**src/rtl/ddr_init_pkg.sv**
```systemverilog
package ddr_init_pkg;

    // {cs_n, ras_n, cas_n, we_n}
    localparam logic [3:0] CMD_NOP = 4'b0111;
    localparam logic [3:0] CMD_PRE = 4'b0010;
    localparam logic [3:0] CMD_REF = 4'b0001;
    localparam logic [3:0] CMD_LMR = 4'b0000;

    typedef enum logic [3:0] {
        ST_IDLE,
        ST_PAUSE,
        ST_PRE1,
        ST_W_PRE1,
        ST_EMRS,
        ST_W_EMRS,
        ST_MRS_RST,
        ST_W_LOCK,
        ST_PRE2,
        ST_W_PRE2,
        ST_REF,
        ST_W_REF,
        ST_MRS_FIN,
        ST_W_FIN,
        ST_DONE
    } seq_state_e;

endpackage

```
**src/rtl/ddr_init_timer.sv**
```systemverilog
// Down-counter shared by every wait state. Loaded in the cycle before the
// wait; the wait ends on the cycle where the count is at or below one, so a
// load value of N yields max(N,1) wait cycles.
module ddr_init_timer #(
    parameter int CW = 16
) (
    input  logic          clk,
    input  logic          rst_n,
    input  logic          load,
    input  logic [CW-1:0] load_val,
    output logic          last
);

    logic [CW-1:0] cnt_q;

    always_ff @(posedge clk or negedge rst_n) begin
        if (!rst_n) begin
            cnt_q <= '0;
        end else if (load) begin
            cnt_q <= load_val;
        end else if (cnt_q != '0) begin
            cnt_q <= cnt_q - 1'b1;
        end
    end

    assign last = (cnt_q <= CW'(1));

endmodule

```
**src/rtl/ddr_init_refctr.sv**
```systemverilog
// Counts issued auto-refresh commands against the programmed target.
// A target of zero is promoted to one.
module ddr_init_refctr #(
    parameter int RW = 4
) (
    input  logic          clk,
    input  logic          rst_n,
    input  logic          clear,
    input  logic          bump,
    input  logic [RW-1:0] target,
    output logic          reached
);

    logic [RW-1:0] issued_q;
    logic [RW-1:0] goal;

    always_ff @(posedge clk or negedge rst_n) begin
        if (!rst_n) begin
            issued_q <= '0;
        end else if (clear) begin
            issued_q <= '0;
        end else if (bump) begin
            issued_q <= issued_q + 1'b1;
        end
    end

    always_comb begin
        goal = target;
        if (target == '0) begin
            goal = RW'(1);
        end
    end

    assign reached = (issued_q >= goal);

endmodule

```
**src/rtl/ddr_init_cmdgen.sv**
```systemverilog
// Output decode: command, bank and address as a function of the state.
module ddr_init_cmdgen
    import ddr_init_pkg::*;
#(
    parameter int AW          = 13,
    parameter int BW          = 2,
    parameter int AP_BIT      = 10,
    parameter int DLL_RST_BIT = 8,
    parameter int DLL_DIS_BIT = 0
) (
    input  seq_state_e     state,
    input  logic [AW-1:0]  mode_val,
    input  logic [AW-1:0]  emode_val,
    output logic [3:0]     cmd,
    output logic [BW-1:0]  bank,
    output logic [AW-1:0]  addr,
    output logic           done
);

    localparam logic [BW-1:0] BANK_MR  = BW'(0);
    localparam logic [BW-1:0] BANK_EMR = BW'(1);

    always_comb begin
        cmd  = CMD_NOP;
        bank = '0;
        addr = '0;
        done = 1'b0;
        unique case (state)
            ST_PRE1, ST_PRE2: begin
                cmd          = CMD_PRE;
                addr[AP_BIT] = 1'b1;
            end
            ST_EMRS: begin
                cmd               = CMD_LMR;
                bank              = BANK_EMR;
                addr              = emode_val;
                addr[DLL_DIS_BIT] = 1'b0;
            end
            ST_MRS_RST: begin
                cmd               = CMD_LMR;
                bank              = BANK_MR;
                addr              = mode_val;
                addr[DLL_RST_BIT] = 1'b1;
            end
            ST_REF: begin
                cmd = CMD_REF;
            end
            ST_MRS_FIN: begin
                cmd               = CMD_LMR;
                bank              = BANK_MR;
                addr              = mode_val;
                addr[DLL_RST_BIT] = 1'b0;
            end
            ST_DONE: begin
                done = 1'b1;
            end
            ST_IDLE, ST_PAUSE, ST_W_PRE1, ST_W_EMRS, ST_W_LOCK,
            ST_W_PRE2, ST_W_REF, ST_W_FIN: begin
                cmd = CMD_NOP;
            end
            default: begin
                cmd = CMD_NOP;
            end
        endcase
    end

endmodule

```
**src/rtl/ddr_init_seq.sv**
```systemverilog
module ddr_init_seq
    import ddr_init_pkg::*;
#(
    parameter int AW          = 13,
    parameter int BW          = 2,
    parameter int PW          = 16,
    parameter int GW          = 6,
    parameter int RW          = 4,
    parameter int AP_BIT      = 10,
    parameter int DLL_RST_BIT = 8,
    parameter int DLL_DIS_BIT = 0
) (
    input  logic          clk,
    input  logic          rst_n,
    input  logic          start,
    input  logic [PW-1:0] pause_cycles,
    input  logic [PW-1:0] lock_cycles,
    input  logic [GW-1:0] trp_cycles,
    input  logic [GW-1:0] tmrd_cycles,
    input  logic [GW-1:0] trfc_cycles,
    input  logic [RW-1:0] refresh_count,
    input  logic [AW-1:0] mode_val,
    input  logic [AW-1:0] emode_val,
    output logic [3:0]    cmd,
    output logic [BW-1:0] bank,
    output logic [AW-1:0] addr,
    output logic          done
);

    localparam int PAD = PW - GW;

    seq_state_e    state_q;
    seq_state_e    state_d;
    logic          tmr_load;
    logic [PW-1:0] tmr_val;
    logic          tmr_last;
    logic          ref_clear;
    logic          ref_bump;
    logic          ref_reached;

    logic [PW-1:0] trp_ext;
    logic [PW-1:0] tmrd_ext;
    logic [PW-1:0] trfc_ext;

    assign trp_ext  = {{PAD{1'b0}}, trp_cycles};
    assign tmrd_ext = {{PAD{1'b0}}, tmrd_cycles};
    assign trfc_ext = {{PAD{1'b0}}, trfc_cycles};

    // Next-state logic
    always_comb begin
        state_d = state_q;
        unique case (state_q)
            ST_IDLE:    if (start)    state_d = ST_PAUSE;
            ST_PAUSE:   if (tmr_last) state_d = ST_PRE1;
            ST_PRE1:                  state_d = ST_W_PRE1;
            ST_W_PRE1:  if (tmr_last) state_d = ST_EMRS;
            ST_EMRS:                  state_d = ST_W_EMRS;
            ST_W_EMRS:  if (tmr_last) state_d = ST_MRS_RST;
            ST_MRS_RST:               state_d = ST_W_LOCK;
            ST_W_LOCK:  if (tmr_last) state_d = ST_PRE2;
            ST_PRE2:                  state_d = ST_W_PRE2;
            ST_W_PRE2:  if (tmr_last) state_d = ST_REF;
            ST_REF:                   state_d = ST_W_REF;
            ST_W_REF: begin
                if (tmr_last) begin
                    state_d = ref_reached ? ST_MRS_FIN : ST_REF;
                end
            end
            ST_MRS_FIN:               state_d = ST_W_FIN;
            ST_W_FIN:   if (tmr_last) state_d = ST_DONE;
            ST_DONE:                  state_d = ST_DONE;
            default:                  state_d = ST_IDLE;
        endcase
    end

    // State register
    always_ff @(posedge clk or negedge rst_n) begin
        if (!rst_n) begin
            state_q <= ST_IDLE;
        end else begin
            state_q <= state_d;
        end
    end

    // Timer load selection: the cycle before each wait state
    always_comb begin
        tmr_load = 1'b0;
        tmr_val  = '0;
        unique case (state_q)
            ST_IDLE: begin
                tmr_load = start;
                tmr_val  = pause_cycles;
            end
            ST_PRE1, ST_PRE2: begin
                tmr_load = 1'b1;
                tmr_val  = trp_ext;
            end
            ST_EMRS, ST_MRS_FIN: begin
                tmr_load = 1'b1;
                tmr_val  = tmrd_ext;
            end
            ST_MRS_RST: begin
                tmr_load = 1'b1;
                tmr_val  = lock_cycles;
            end
            ST_REF: begin
                tmr_load = 1'b1;
                tmr_val  = trfc_ext;
            end
            default: begin
                tmr_load = 1'b0;
                tmr_val  = '0;
            end
        endcase
    end

    assign ref_clear = (state_q == ST_PRE2);
    assign ref_bump  = (state_q == ST_REF);

    ddr_init_timer #(
        .CW (PW)
    ) u_timer (
        .clk      (clk),
        .rst_n    (rst_n),
        .load     (tmr_load),
        .load_val (tmr_val),
        .last     (tmr_last)
    );

    ddr_init_refctr #(
        .RW (RW)
    ) u_refctr (
        .clk     (clk),
        .rst_n   (rst_n),
        .clear   (ref_clear),
        .bump    (ref_bump),
        .target  (refresh_count),
        .reached (ref_reached)
    );

    ddr_init_cmdgen #(
        .AW          (AW),
        .BW          (BW),
        .AP_BIT      (AP_BIT),
        .DLL_RST_BIT (DLL_RST_BIT),
        .DLL_DIS_BIT (DLL_DIS_BIT)
    ) u_cmdgen (
        .state     (state_q),
        .mode_val  (mode_val),
        .emode_val (emode_val),
        .cmd       (cmd),
        .bank      (bank),
        .addr      (addr),
        .done      (done)
    );

endmodule

```
**config.mk**
```make
export PLATFORM = sky130hd
export DESIGN_NAME = ddr_init_seq
export DESIGN_NICKNAME = d
export VERILOG_FILES = /design/src/rtl/ddr_init_pkg.sv /design/src/rtl/ddr_init_timer.sv /design/src/rtl/ddr_init_refctr.sv /design/src/rtl/ddr_init_cmdgen.sv /design/src/rtl/ddr_init_seq.sv
export SDC_FILE = /design/constraint.sdc
export NUM_CORES = 1
export LEC_CHECK = 0
export ABC_CLOCK_PERIOD_IN_PS = 3400
export BUFFER_PORTS_ARGS = -buffer_cell sky130_fd_sc_hd__buf_2
export CORE_UTILIZATION = 45
export DETAILED_ROUTE_END_ITERATION = 10
export PLACE_DENSITY = 0.78
export SYNTH_ARGS = -nofsm -noshare
export SYNTH_HDL_FRONTEND = slang
export SYNTH_SLANG_ARGS = --single-unit
```
**constraint.sdc**
```tcl
create_clock -name clk -period 3.4 [get_ports clk]
set_clock_uncertainty 0.15 [all_clocks]
set_input_delay 0.34 -clock clk [delete_from_list [all_inputs] [get_ports clk]]
set_output_delay 0.34 -clock clk [all_outputs]
set_load 0.05 [all_outputs]
```
==> impl_metrics.yaml <==
global_route:
  track_usage: 0.218
  grt_overflow_total: 0
  grt_start_max_net_pins: 30
  grt_pass1_wl_um: 8800
  antenna_found_initial: 0
  first_global_vias: 2020
finish:
  drive_gt1_frac: 0.366
  num-nets-final: 428
  syn_to_final_growth_pct: 26.9
  final_util: 0.600
  diodes: 0
  n_fill_cell: 392
floorplanning:
  std_cell_rows: 24
  core_area_um2: 4380
  die_y_um: 69.8
  die_w_um: 69.8
  pin_count: 103
  start_util: 0.472
  fp.dieArea_um2: 4880
route:
  vias: 2207
  route.met2.wl_um: 2670
  wl_met1_um: 2340
  first_pass_iters: 4
  ant_nets: 0
  wl_met3_um: 190
  drc_errors: 0
  totalWireLength_um: 5270
  routed.top_layer: "met4"
  drt-wirelength-per-cell_um: 13.6
  viasPerCell: 5.69
  first_iter_violations: 88
hold_path:
  min_from: "lock_cycles[9]"
  min_path_cells: 3
  min_to: "u_timer.cnt_q[9]"
  min_path_type: "in -> reg"
placement:
  dp_hpwl_um: 4020
  numPortBuffers: 98
  gp_congestion: 0.837
worst_setup_path:
  reg2reg_setup_slack_ns: 0.96
  r2r-start: "u_timer.cnt_q[0]"
  path_buf_inv: 1
  reg2reg_depth: 7
  cp.arrival_ns: 2.19
  crit_path_max_incr_delay_ns: 0.60
  path_cells: "nand2b_1 -> nor2_1 -> a22o_1 -> buf_2"
  worstSetupPathType: "reg -> out"
  start_kind: "flip-flop"
  critPathMaxFanout: 14
  worst-endpoint-required_ns: 2.91
  slowest_stage: "nor2_1"
  cp_top_family: "simple AND/OR/NAND/NOR gates"
  endpoint_kind: "output port"
  r2r_end: "u_timer.cnt_q[13]"
sta:
  max_freq_mhz: 373
  worst_slew_pin_slew_ns: 0.716
  rsz0062_at_grt: "false"
  hold_violations: 0
  min_period_over_period: 0.788
  slew_violations: 0
  setup_viol: 0
  final.setup.tns_ns: 0
  maxSlewHeadroom: 0.521
  finalCriticalPeriod_ns: 2.68
yosys:
  ys_types: 57
  synth_warnings: 0
  synth_edf_count: 0
  seq_area_frac_synth: 0.290
  syn_inst: 246
  synth_area_per_cell_um2: 8.42
  async_reset_ff_frac: 1.00
  synth_ff_type: "dfrtp_1"
  synth_seq_cells: 24
  syn_area_um2: 2070
outcome:
  status: "completed"
power_and_ir_drop:
  cellLeakagePower_nw: 1.27
  ir_worst_vdd_mv: 0.165
  powerDensity_nw_per_um2: 400
  power_w: 0.00105
clock_tree:
  max-clock-path-buffers: 2
  htreeDepth: 1
  clk_latency_ns: 0.27
  cts.clk_slew.worst_paths_ns: 0.08
  cts_buffers: 3
  clock-root-buffer: "clkbuf_8"
  cts_tree: "done"
  cts_resized: 0
  clock_sinks: 24
flow_run:
  maxCapViolCount: 0
[how the worst max path moves through the flow]
stage / startpoint / end / slack [ns] / cells after the start
final: state_q[0] / addr[11] / 0.72 / 4
after global routing: state_q[2] / addr[11] / 0.55 / 4
after CTS: state_q[0] / addr[0] / 0.72 / 4
after detailed placement: u_timer.cnt_q[0] / u_timer.cnt_q[13] / 0.95 / 7
after global placement: u_timer.cnt_q[0] / u_timer.cnt_q[11] / 0.99 / 7
after floorplan: state_q[1] / addr[11] / 0.85 / 4
[sequential cells by signal (all words and copies together) (netlist names)]
name               count
u_timer.cnt_q         16
state_q                4
u_refctr.issued_q      4
[layer usage]
layer,track usage,vias up
met5,0,-
met4,0.0667,0
met2,0.386,68
li1,-,1092
met1,0.284,1040
met3,0.0145,7
[layout by cell type, fill, tap and decap left out, types with 2 or more instances in the layout]
cell and count:
buf_2 98, dfrtp_1 24, nand2_1 23, nor2_1 16, a21oi_1 16, a22o_1 12, inv_1 9, xnor2_1 9
a22oi_1 9, o22ai_1 9, a221oi_1 9, nor2b_1 8, a211oi_1 7, ha_1 7, buf_4 7, xor2_1 5
nand2b_1 4, o21ai_0 4, nor3_1 3, a21o_1 3, nand3_1 3, o21ai_1 3, mux2_2 3, clkbuf_8 3
nor3b_1 2, a31oi_1 2, or4_4 2, nor4_1 2, nand4_1 2, and3_1 2, mux2i_1 2, nor4b_1 2
nor4_2 2, conb_1 2
[through the flow]
step                      cell area (um2)  setup WS [ns]  std cells  hold WS, ns
final                                2630          0.720        388        0.210
after CTS                            2630          0.715        388        0.208
after floorplan                      2070          0.846        247       -0.106
after detailed placement             2580          0.949        384        0.207
after global routing                 2630          0.553        388        0.215
after global placement               2580          0.995        384        0.206
[worst register-to-register path, stage by stage, from the launching register on]
cell and delay, ns:
dfrtp_1 0.45, inv_1 0.08, ha_1 0.22, nor3b_1 0.51
nand4bb_1 0.43, nand4b_1 0.24, xor2_1 0.16, a21oi_1 0.08
[area by class of cell]
| class | instances | area (um2) | share of cell area |
|---|---|---|---|
| Multi-Input combinational cell | 194 | 1340 | 0.508 |
| Sequential cell | 24 | 601 | 0.228 |
| Timing Repair Buffer | 106 | 553 | 0.210 |
| Tap cell | 52 | 65.1 | 0.0248 |
| Clock buffer | 3 | 41.3 | 0.0157 |
| Inverter | 9 | 33.8 | 0.0129 |
[synth_stat cells (7+ instances only)]
library cell   n  area share
dfrtp_1       24        0.29
xnor2_1        9       0.038
a221oi_1       9       0.038
o22ai_1        9       0.027
buf_2          9       0.022
a22o_1        12       0.051
nand2_1       23       0.042
nor2b_1        8       0.024
ha_1           7       0.042
nor2_1        16       0.029
a22oi_1        9       0.033
a211oi_1       7       0.025
a21oi_1       16       0.039
inv_1          9       0.016
[where the power goes]
part	leakage [nW]	internal [W]	switching [W]
registers	0.300	0.000373	0.000116
clock network	0.0216	0.0000793	0.0000897
logic	0.952	0.000212	0.000182
[logic make-up after synthesis]
kind of cell	Yosys count	synth area share
xor+xnor	14	0.0592
buf+inv	29	0.0671
mux	5	0.0260
other cells	1	0.00181
fa+ha+maj	7	0.0423
flops	24	0.290
compound gates	84	0.289
simple gates	82	0.224
[repair_timing]
item,CTS,global route
endpoints found under the hold margin,24,0
setup buffers,0,0
hold buffers,1,0
Power figures use the tool's default switching activity.
